--- config.mk ---
export PLATFORM = sky130hd
export DESIGN_NAME = wb_cache_ctl
export DESIGN_NICKNAME = d
export VERILOG_FILES = /design/src/rtl/wb_cache_pkg.sv /design/src/rtl/wb_line_store.sv /design/src/rtl/wb_cache_ctl.sv
export SDC_FILE = /design/constraint.sdc
export NUM_CORES = 2
export LEC_CHECK = 0
export CAP_MARGIN = 0
export CORE_AREA = 3 3 456 458
export CTS_CLUSTER_DIAMETER = 40
export DETAILED_ROUTE_END_ITERATION = 8
export DIE_AREA = 0 0 459 461
export GPL_ROUTABILITY_DRIVEN = 0
export GPL_TIMING_DRIVEN = 0
export HOLD_SLACK_MARGIN = 0.15
export MAX_ROUTING_LAYER = met4
export PLACE_DENSITY = 0.73
export SYNTH_ARGS = -nofsm -noshare
export SYNTH_HDL_FRONTEND = slang
export SYNTH_SLANG_ARGS = --single-unit
--- constraint.sdc ---
create_clock -name clk -period 8.4 [get_ports clk]
set_clock_uncertainty 0.2 [all_clocks]
set_input_delay 1.26 -clock clk [delete_from_list [all_inputs] [get_ports clk]]
set_output_delay 1.26 -clock clk [all_outputs]
set_load 0.01 [all_outputs]
--- src/rtl/wb_cache_pkg.sv ---
package wb_cache_pkg;

    typedef enum logic [2:0] {
        LS_I = 3'd0,
        LS_S = 3'd1,
        LS_E = 3'd2,
        LS_O = 3'd3,
        LS_M = 3'd4
    } line_st_t;

    localparam logic [1:0] PK_SHARED = 2'd0;

    typedef enum logic [3:0] {
        F_IDLE,
        F_LOOK,
        F_WB,
        F_FILL,
        F_INV,
        F_UNC,
        F_HIT,
        F_DONE,
        F_PLOOK,
        F_PEND,
        F_FCHK,
        F_FNXT
    } fsm_t;

endpackage

--- src/rtl/wb_line_store.sv ---
module wb_line_store
    import wb_cache_pkg::*;
#(
    parameter int LINES = 16,
    parameter int WORDS = 4,
    parameter int TAGW  = 24,
    parameter int DW    = 32
) (
    input  logic                     clk,
    input  logic                     rst_n,
    input  logic [$clog2(LINES)-1:0] idx,
    input  logic [$clog2(WORDS)-1:0] wsel,
    output logic [TAGW-1:0]          rd_tag,
    output line_st_t                 rd_st,
    output logic [DW-1:0]            rd_word,
    output logic                     any_valid,
    input  logic                     st_we,
    input  line_st_t                 st_val,
    input  logic                     tag_we,
    input  logic [TAGW-1:0]          tag_val,
    input  logic                     dat_we,
    input  logic [DW-1:0]            dat_val
);
    localparam int IDXW = $clog2(LINES);

    logic [TAGW-1:0] tags [LINES];
    line_st_t        sts  [LINES];
    logic [DW-1:0]   data [LINES][WORDS];

    for (genvar g = 0; g < LINES; g++) begin : g_line
        always_ff @(posedge clk or negedge rst_n) begin
            if (!rst_n)
                sts[g] <= LS_I;
            else if (st_we && idx == IDXW'(g))
                sts[g] <= st_val;
        end

        always_ff @(posedge clk) begin
            if (tag_we && idx == IDXW'(g))
                tags[g] <= tag_val;
            if (dat_we && idx == IDXW'(g))
                data[g][wsel] <= dat_val;
        end
    end

    always_comb begin
        any_valid = 1'b0;
        for (int i = 0; i < LINES; i++)
            any_valid = any_valid | (sts[i] != LS_I);
    end

    assign rd_tag  = tags[idx];
    assign rd_st   = sts[idx];
    assign rd_word = data[idx][wsel];

endmodule

--- src/rtl/wb_cache_ctl.sv ---
module wb_cache_ctl
    import wb_cache_pkg::*;
#(
    parameter int AW      = 32,
    parameter int DW      = 32,
    parameter int LINES   = 16,
    parameter int WORDS   = 4,
    parameter int CTLW    = 32,
    parameter int DIS_BIT = 30
) (
    input  logic            clk,
    input  logic            rst_n,
    input  logic [CTLW-1:0] ctl_word,
    input  logic            cpu_valid,
    input  logic            cpu_we,
    input  logic [AW-1:0]   cpu_addr,
    input  logic [DW-1:0]   cpu_wdata,
    output logic            cpu_ready,
    output logic [DW-1:0]   cpu_rdata,
    input  logic            prb_valid,
    input  logic [1:0]      prb_kind,
    input  logic [AW-1:0]   prb_addr,
    output logic            prb_done,
    output logic            prb_hit,
    input  logic            flush_req,
    output logic            flush_done,
    output logic            mem_req,
    output logic            mem_we,
    output logic            mem_cacheable,
    output logic [AW-1:0]   mem_addr,
    output logic [DW-1:0]   mem_wdata,
    input  logic            mem_ack,
    input  logic [DW-1:0]   mem_rdata
);
    localparam int OFFW = $clog2(WORDS);
    localparam int IDXW = $clog2(LINES);
    localparam int TAGW = AW - IDXW - OFFW - 2;
    localparam logic [IDXW-1:0] LAST_IDX  = IDXW'(LINES - 1);
    localparam logic [OFFW-1:0] LAST_BEAT = OFFW'(WORDS - 1);

    fsm_t            fsm, ret;
    logic [AW-1:0]   r_addr;
    logic            r_we, r_dis;
    logic [DW-1:0]   r_wdata, rdata_q;
    logic [1:0]      r_pkind;
    logic [OFFW-1:0] beat;
    logic [IDXW-1:0] cur_idx;
    logic            phit_q;

    logic [TAGW-1:0] rd_tag;
    line_st_t        rd_st;
    logic [DW-1:0]   rd_word;
    logic            any_valid;
    logic            st_we, tag_we, dat_we;
    line_st_t        st_val;
    logic [OFFW-1:0] wsel;
    logic [DW-1:0]   dat_val;
    logic            hit, dirty;
    logic            ctl_unused;

    assign ctl_unused = ^ctl_word;

    wire [TAGW-1:0] r_tag  = r_addr[AW-1 -: TAGW];
    wire [OFFW-1:0] r_word = r_addr[2 +: OFFW];

    assign hit   = (rd_st != LS_I) && (rd_tag == r_tag);
    assign dirty = (rd_st == LS_M) || (rd_st == LS_O);

    wb_line_store #(.LINES(LINES), .WORDS(WORDS), .TAGW(TAGW), .DW(DW)) u_store (
        .clk(clk), .rst_n(rst_n), .idx(cur_idx), .wsel(wsel),
        .rd_tag(rd_tag), .rd_st(rd_st), .rd_word(rd_word), .any_valid(any_valid),
        .st_we(st_we), .st_val(st_val), .tag_we(tag_we), .tag_val(r_tag),
        .dat_we(dat_we), .dat_val(dat_val)
    );

    // State register and per-transaction bookkeeping
    always_ff @(posedge clk or negedge rst_n) begin
        if (!rst_n) begin
            fsm     <= F_IDLE;
            ret     <= F_IDLE;
            r_addr  <= '0;
            r_we    <= 1'b0;
            r_dis   <= 1'b0;
            r_wdata <= '0;
            rdata_q <= '0;
            r_pkind <= '0;
            beat    <= '0;
            cur_idx <= '0;
            phit_q  <= 1'b0;
        end else begin
            unique case (fsm)
                F_IDLE: begin
                    beat <= '0;
                    if (prb_valid) begin
                        r_addr  <= prb_addr;
                        r_pkind <= prb_kind;
                        cur_idx <= prb_addr[2+OFFW +: IDXW];
                        fsm     <= F_PLOOK;
                    end else if (flush_req) begin
                        cur_idx <= '0;
                        fsm     <= F_FCHK;
                    end else if (cpu_valid) begin
                        r_addr  <= cpu_addr;
                        r_we    <= cpu_we;
                        r_wdata <= cpu_wdata;
                        r_dis   <= ctl_word[DIS_BIT];
                        cur_idx <= cpu_addr[2+OFFW +: IDXW];
                        fsm     <= F_LOOK;
                    end
                end
                F_LOOK: begin
                    if (r_dis) begin
                        if (hit && dirty) begin
                            ret <= F_INV;
                            fsm <= F_WB;
                        end else if (hit) fsm <= F_INV;
                        else              fsm <= F_UNC;
                    end else if (hit) begin
                        fsm <= F_HIT;
                    end else if (dirty) begin
                        ret <= F_FILL;
                        fsm <= F_WB;
                    end else begin
                        fsm <= F_FILL;
                    end
                end
                F_WB: if (mem_ack) begin
                    beat <= beat + 1'b1;
                    if (beat == LAST_BEAT) fsm <= ret;
                end
                F_FILL: if (mem_ack) begin
                    beat <= beat + 1'b1;
                    if (beat == LAST_BEAT) fsm <= F_HIT;
                end
                F_HIT: begin
                    if (!r_we) rdata_q <= rd_word;
                    fsm <= F_DONE;
                end
                F_INV: fsm <= F_UNC;
                F_UNC: if (mem_ack) begin
                    if (!r_we) rdata_q <= mem_rdata;
                    fsm <= F_DONE;
                end
                F_DONE: fsm <= F_IDLE;
                F_PLOOK: begin
                    phit_q <= hit;
                    if (hit && dirty) begin
                        ret <= F_PEND;
                        fsm <= F_WB;
                    end else fsm <= F_PEND;
                end
                F_PEND: fsm <= F_IDLE;
                F_FCHK: begin
                    beat <= '0;
                    if (dirty) begin
                        ret <= F_FNXT;
                        fsm <= F_WB;
                    end else fsm <= F_FNXT;
                end
                F_FNXT: begin
                    if (cur_idx == LAST_IDX) fsm <= F_IDLE;
                    else begin
                        cur_idx <= cur_idx + 1'b1;
                        fsm     <= F_FCHK;
                    end
                end
                default: fsm <= F_IDLE;
            endcase
        end
    end

    // Outputs: memory port, array writes, reply strobes
    always_comb begin
        mem_req       = 1'b0;
        mem_we        = 1'b0;
        mem_cacheable = 1'b1;
        mem_addr      = '0;
        mem_wdata     = '0;
        st_we         = 1'b0;
        st_val        = LS_I;
        tag_we        = 1'b0;
        dat_we        = 1'b0;
        dat_val       = r_wdata;
        wsel          = r_word;
        unique case (fsm)
            F_WB: begin
                wsel      = beat;
                mem_req   = 1'b1;
                mem_we    = 1'b1;
                mem_addr  = {rd_tag, cur_idx, beat, 2'b00};
                mem_wdata = rd_word;
            end
            F_FILL: begin
                wsel     = beat;
                mem_req  = 1'b1;
                mem_addr = {r_tag, cur_idx, beat, 2'b00};
                dat_we   = mem_ack;
                dat_val  = mem_rdata;
                if (mem_ack && beat == LAST_BEAT) begin
                    tag_we = 1'b1;
                    st_we  = 1'b1;
                    st_val = LS_E;
                end
            end
            F_HIT: if (r_we) begin
                dat_we = 1'b1;
                st_we  = 1'b1;
                st_val = LS_M;
            end
            F_INV, F_FNXT: st_we = 1'b1;
            F_UNC: begin
                mem_req       = 1'b1;
                mem_we        = r_we;
                mem_cacheable = 1'b0;
                mem_addr      = r_addr;
                mem_wdata     = r_wdata;
            end
            F_PEND: if (phit_q) begin
                st_we  = 1'b1;
                st_val = (r_pkind == PK_SHARED) ? LS_S : LS_I;
            end
            default: ;
        endcase
    end

    assign cpu_ready  = (fsm == F_DONE);
    assign cpu_rdata  = rdata_q;
    assign prb_done   = (fsm == F_PEND);
    assign prb_hit    = phit_q;
    assign flush_done = (fsm == F_FNXT) && (cur_idx == LAST_IDX);

    // a request latched with caching off never fills a line
    a_r4_no_fill_when_off: assert property (@(posedge clk) disable iff (!rst_n)
        (mem_req && mem_cacheable && !mem_we) |-> !r_dis);

    // an uncached transaction is a single beat
    a_r13_unc_single_beat: assert property (@(posedge clk) disable iff (!rst_n)
        (mem_req && mem_ack && !mem_cacheable) |=> !mem_req);

    // during an uncached access the cache holds no copy of the address
    a_r5_no_stale_copy: assert property (@(posedge clk) disable iff (!rst_n)
        (mem_req && !mem_cacheable) |-> !hit);

    // after the flush pulse no line is valid
    a_r10_flush_clears: assert property (@(posedge clk) disable iff (!rst_n)
        flush_done |=> !any_valid);

    // at most one reply strobe per cycle
    a_r12_one_reply: assert property (@(posedge clk) disable iff (!rst_n)
        $onehot0({cpu_ready, prb_done, flush_done}));

    // a probe miss makes no memory request
    a_r9_probe_miss_quiet: assert property (@(posedge clk) disable iff (!rst_n)
        (fsm == F_PLOOK && !hit) |=> !mem_req);

endmodule

* Yosys cells after proc, flatten, opt, wreduce, memory -nomap -nowiden
Memories as Yosys holds them, arrays and structs flattened.
Index checks and enable logic that the tools add are counted.
** Storage, ports and cells
- Bits in registers :: 163
- RAM bits :: 2432
- Bits of input ports :: 169
- Output and inout port bits :: 103
- Logic and storage cells :: 407
- Memories kept :: 2
** Memories
- u_store.data :: depth 16, bits a word 128, read ports 1, clocked after memory_dff 0, wr ports 1, line wb_line_store.sv:28 : logic [DW-1:0] data [LINES][WORDS];
- u_store.tags :: depth 16, bits a word 24, read ports 1, clocked after memory_dff 0, wr ports 1, line wb_line_store.sv:26 : logic [TAGW-1:0] tags [LINES];
** Operators by class
- Add/subtract/negate cells :: 2
- Magnitude comparators :: 3
- Equality and inequality tests :: 46
- Muxes and demuxes :: 218
- Bitwise gates (word level) :: 4
- Reduce and logical (&&, ||, !) cells :: 105
** Operators by type and width (number)
- $mux W128 :: 46
- $reduce_or A128 Y1 :: 15
- $mux W24 :: 15
- $reduce_or A24 Y1 :: 15
- $mux W32 :: 10
- $mux W4 :: 52
- $pmux W32 S2 :: 2
- $pmux W32 S3 :: 1
- $mux W1 :: 73
- $bmux W32 S2 :: 1
- $demux W32 S2 :: 1
- $logic_and A1 B1 Y1 :: 53
- $eq A4 B4 Y1 const B :: 12
- $pmux W4 S10 :: 1
- $eq A4 B3 Y1 const B :: 8
- $eq A24 B24 Y1 :: 1
- $ne A2 B2 Y1 const B :: 11
- $eq A4 B2 Y1 const B :: 4
- $mux W3 :: 5
- $bmux W3 S4 :: 1
- $pmux W4 S3 :: 1
- $reduce_and A6 Y1 :: 2
- $ne A3 B3 Y1 const B :: 3
- $pmux W3 S3 :: 1
- 29 further kinds :: 44

* Depth between registers and ports, before layout
- Word-level depth :: 25
- Mapped depth :: 13
- Depth with buffers taken out :: 9

* Modules after synthesis
From an unflattened synthesis, not the netlist that was laid out.
** Unflattened totals
- Cell total of the unflattened synthesis :: 4660
- Area, all modules :: 100864.2 sq um
** Modules (own cells, without submodules)
- wb_line_store :: instances 1, cells an instance 3977, area each 93941.3 sq um, sequential area each 74231.2 sq um
- wb_cache_ctl :: instances 1, cells an instance 683, area each 6922.9 sq um, sequential area each 2877.8 sq um

* Least setup slack after synthesis
No wires, ideal clock.
- Kind :: reg2out
- Start :: register cur_idx[0]
- End :: output port mem_wdata[30]
- Arrival :: 3.216 ns
- Slack :: 3.724 ns
- Stages on the path, launching flop included :: 12
- Path buffers :: 6
- Cell sequence :: dfrtp_1 > buf_6 > buf_6 > buf_4 > buf_4 > clkbuf_1 > buf_2 > mux4_2 > mux4_2 > a211oi_1 > a31oi_1 > a22o_1
** Between the ends
- Longest elaborated chain between the ends :: 5
** Ends and longest elaborated chain
- start: declaration :: line wb_cache_ctl.sv:47 : logic [IDXW-1:0] cur_idx;
- start signal: assignment :: line wb_cache_ctl.sv:97 : cur_idx <= prb_addr[2+OFFW +: IDXW];
- start signal: assignment :: line wb_cache_ctl.sv:107 : cur_idx <= cpu_addr[2+OFFW +: IDXW];
- start signal: assignment :: line wb_cache_ctl.sv:163 : cur_idx <= cur_idx + 1'b1;
- $mem_v2 Z16 W128
- $bmux W32 S2 :: line wb_line_store.sv:54 : assign rd_word = data[idx][wsel];
- $mux W32 (implied by the code) (2 in a row) :: line wb_line_store.sv:54
- $pmux W32 S2 :: line wb_cache_ctl.sv:185 : unique case (fsm)
- end: declaration :: line wb_cache_ctl.sv:31 : output logic [DW-1:0] mem_wdata,
Every way passes these cells. The select of a mux whose other input is x is not followed.

* Worst setup path in the final report
- Start :: register cur_idx[1]
- End :: output port mem_wdata[21]
Same word-level chain as after synthesis.

==> results.toml <==
[placed_design]
dp_slack_ns = 0.457
hpwl_mm = 183
postPlaceCellArea_um2 = 110000
numPortBuffers = 239

[yosys]
synth_area_um2 = 102000
postSynthAreaPerCell_um2 = 21.8
netlist_instances = 4665
seq_area_frac_synth_pct = 75.7
synth_ff_type = "edfxtp_1"
yosys_warnings = 0
syn_nets = 4839
synth_edf_count = 2432
synth_top_cell_area_share_pct = 71.7
synth_cell_types = 66
synthArstFlopShare_pct = 6.28
ys_ff_latch = 2595
ys_top_cells_by_area = "edfxtp_1 72%, mux4_2 16%, dfrtp_1 4.0%"
yosys.area.top_type = "edfxtp_1"

[layout]
areaGrowthSynthToFinish_pct = 19.5
layout.nets = 5505
drive_gt1_share_pct = 29.8
finish.instance_area_um2 = 122000
final_util_pct = 59.5
fillers = 13800

[worst_hold_path]
worstHoldPathType = "reg -> reg"

[floorplan]
dieArea_um2 = 212000
io-pin-count = 272
core-area_um2 = 204000
rows = 166
fp.dieH_um = 461
die_w_um = 459
start_util_pct = 49.8

[worst_setup_path]
crit_type = "reg -> out"
crit_chain = "buf_4 -> buf_2 -> buf_2 -> clkbuf_1 -> clkbuf_1 -> mux4_2 -> mux4_2 -> a211oi_1 -> a31oi_1 -> a22o_1 -> clkdlybuf4s50_1"
cpMaxStageDelayCell = "a211oi_1"
required_ns = 6.94
cp_num_buf_inv = 6
crit_family = "buffers and inverters"
cp_max_fo = 19
crit_arrival_ns = 6.93
endpoint_kind = "primary output"
critical_path.max_stage_delay_ns = 0.89
start_kind = "flip-flop"

[global_routing]
antenna_found_initial = 10
busiest_layer = "met2"
grt_usage_pct = 28.5
overflow = 0
grt_pass1_wl_mm = 413
gr-usage-met2_pct = 44.2
grt_max_degree = 86
grtUsageMet3_pct = 8.53
use_met1_pct = 34.5
first_global_vias = 55400

[clocking]
numCtsBuffers = 340
clockRootBuffer = "clkbuf_16"
clk_path_buf_depth = 4
cts_tree = "yes"
clock_latency_ns = 0.95
clkTransAtPathRegs_ns = 0.06
h-tree-depth = 5
cts.sinks = 2595

[power]
powerDensity_nw_per_um2 = 391
ir_drop_uv = 685
leakagePower_nw = 39.5

[routing]
drt-total-wl_mm = 291
viasPerCell = 6.53
firstDrtPassIters = 9
drtAntennaViolNets = 0
vias = 54100
drc = 0
wl_per_cell_um = 35.1
drtIter0Drc = 7903

[sta]
fin_ws_ns = 0.00521
hold_viol = 0
tns_ns = 0
worstMarginPinSlew_ns = 1.47
relSlewSlack_pct = 2.13
timing.fmax_mhz = 119
drv_slew = 0
setup_violations = 0
finalCriticalPeriod_ns = 8.39
min_period_over_period_pct = 99.9

[job]
cap_violations = 0

[status]
status = "completed"
## path summary, 6_finish.rpt
| path | endpoint | slack, ns | cells past startpoint | start |
|---|---|---|---|---|
| min | u_store.sts[28]$_DFFE_PN0P_ | 0.28 | 1 | u_store.sts[28]$_DFFE_PN0P_ |
| min in group asynchronous | r_addr[29]$_DFFE_PN0P_ | 0.74 | 2 | rst_n |
| max | mem_wdata[21] | 0.005 | 11 | cur_idx[1]$_DFFE_PN0P_ |
| max in group asynchronous | r_wdata[27]$_DFFE_PN0P_ | 6.16 | 3 | rst_n |
| max reg2reg | u_store.data[12][117]$_DFFE_PP_ | 1.59 | 9 | fsm[3]$_DFFE_PN0P_ |
| min reg2reg | u_store.sts[28]$_DFFE_PN0P_ | 0.28 | 1 | u_store.sts[28]$_DFFE_PN0P_ |
## logic make-up after synthesis
| group | synth area share (%) |
|---|---|
| simple gates | 2.09 |
| xor+xnor | 0.275 |
| compound gates | 2.20 |
| fa+ha+maj | 0.0614 |
| mux | 18.4 |
| flops | 75.7 |
| buf+inv | 1.21 |
## through the flow
step	std cells	power, mW	hold WS [ns]
after CTS	8278	47.2	0.280
after detailed placement	7675	32.7	0.267
final	8285	47.5	0.278
after global placement	7592	32.1	0.256
after floorplan	4665	25.8	0.239
after global routing	8283	48.7	0.304
## flip-flops by register name, indices dropped and copies added (netlist names)
register	count
ret	4
beat	2
prb_hit	1
cur_idx	4
u_store.sts	48
cpu_rdata	32
r_we	1
r_pkind	2
fsm	4
u_store.data	2048
r_dis	1
u_store.tags	384
r_addr	32
r_wdata	32
## layer usage
metal	vias up	part of all wire (%)
met1	28100	34
met3	852	12
met4	0	5.9
met2	4180	48
li1	21000	-
met5	-	0
## cells in the final DEF, fill, tap and decap left out, types with 76 or more instances in the layout
cell                n
edfxtp_1         2432
o21ai_0           116
clkbuf_1          190
nand2_1           225
mux2_2             76
dfrtp_1           163
nor2_4             80
clkbuf_16         349
mux4_2            735
mux2i_1           100
clkdlybuf4s50_1   238
## final cells by class
| cell class | instances | area [um^2] | share of cell area, % |
|---|---|---|---|
| clock inverter | 223 | 2450 | 2.01 |
| multi-input combinational | 1788 | 24200 | 19.9 |
| timing repair buffer | 325 | 4390 | 3.61 |
| buffer | 274 | 1220 | 1.00 |
| antenna | 5 | 12.5 | 0.0103 |
| clock buffer | 380 | 8870 | 7.29 |
| sequential | 2595 | 77100 | 63.4 |
| tap | 2688 | 3360 | 2.76 |
| inverter | 7 | 26.3 | 0.0216 |
## what timing repair did
item	in CTS	in global routing
endpoints found under the setup margin	32	11
resized for setup	5	11
hold buffers	1	0
setup buffers	0	0
endpoints found under the hold margin	41	0
pin swaps	0	0
## power breakdown
group	internal [mW]	switching, mW	leakage, nW
Combinational	5.42	10.2	9.96
Clock	8.79	5.72	5.44
Sequential	16.8	0.587	24.1
Total	31.0	16.5	39.5
## Yosys cell counts, types with 12 or more instances
master	number
a21o_1	12
buf_2	70
clkbuf_1	170
xnor2_1	15
a31oi_1	36
o21ai_0	116
a22o_1	54
dfrtp_1	163
nand3_1	43
edfxtp_1	2432
mux2_2	99
mux4_2	735
a21oi_1	23
and2_1	35
a211oi_1	36
buf_1	18
xor2_1	17
buf_4	13
a22oi_1	29
nor2_1	108
mux2i_1	100
nand2_1	225
(Power assumes the default switching activity.)
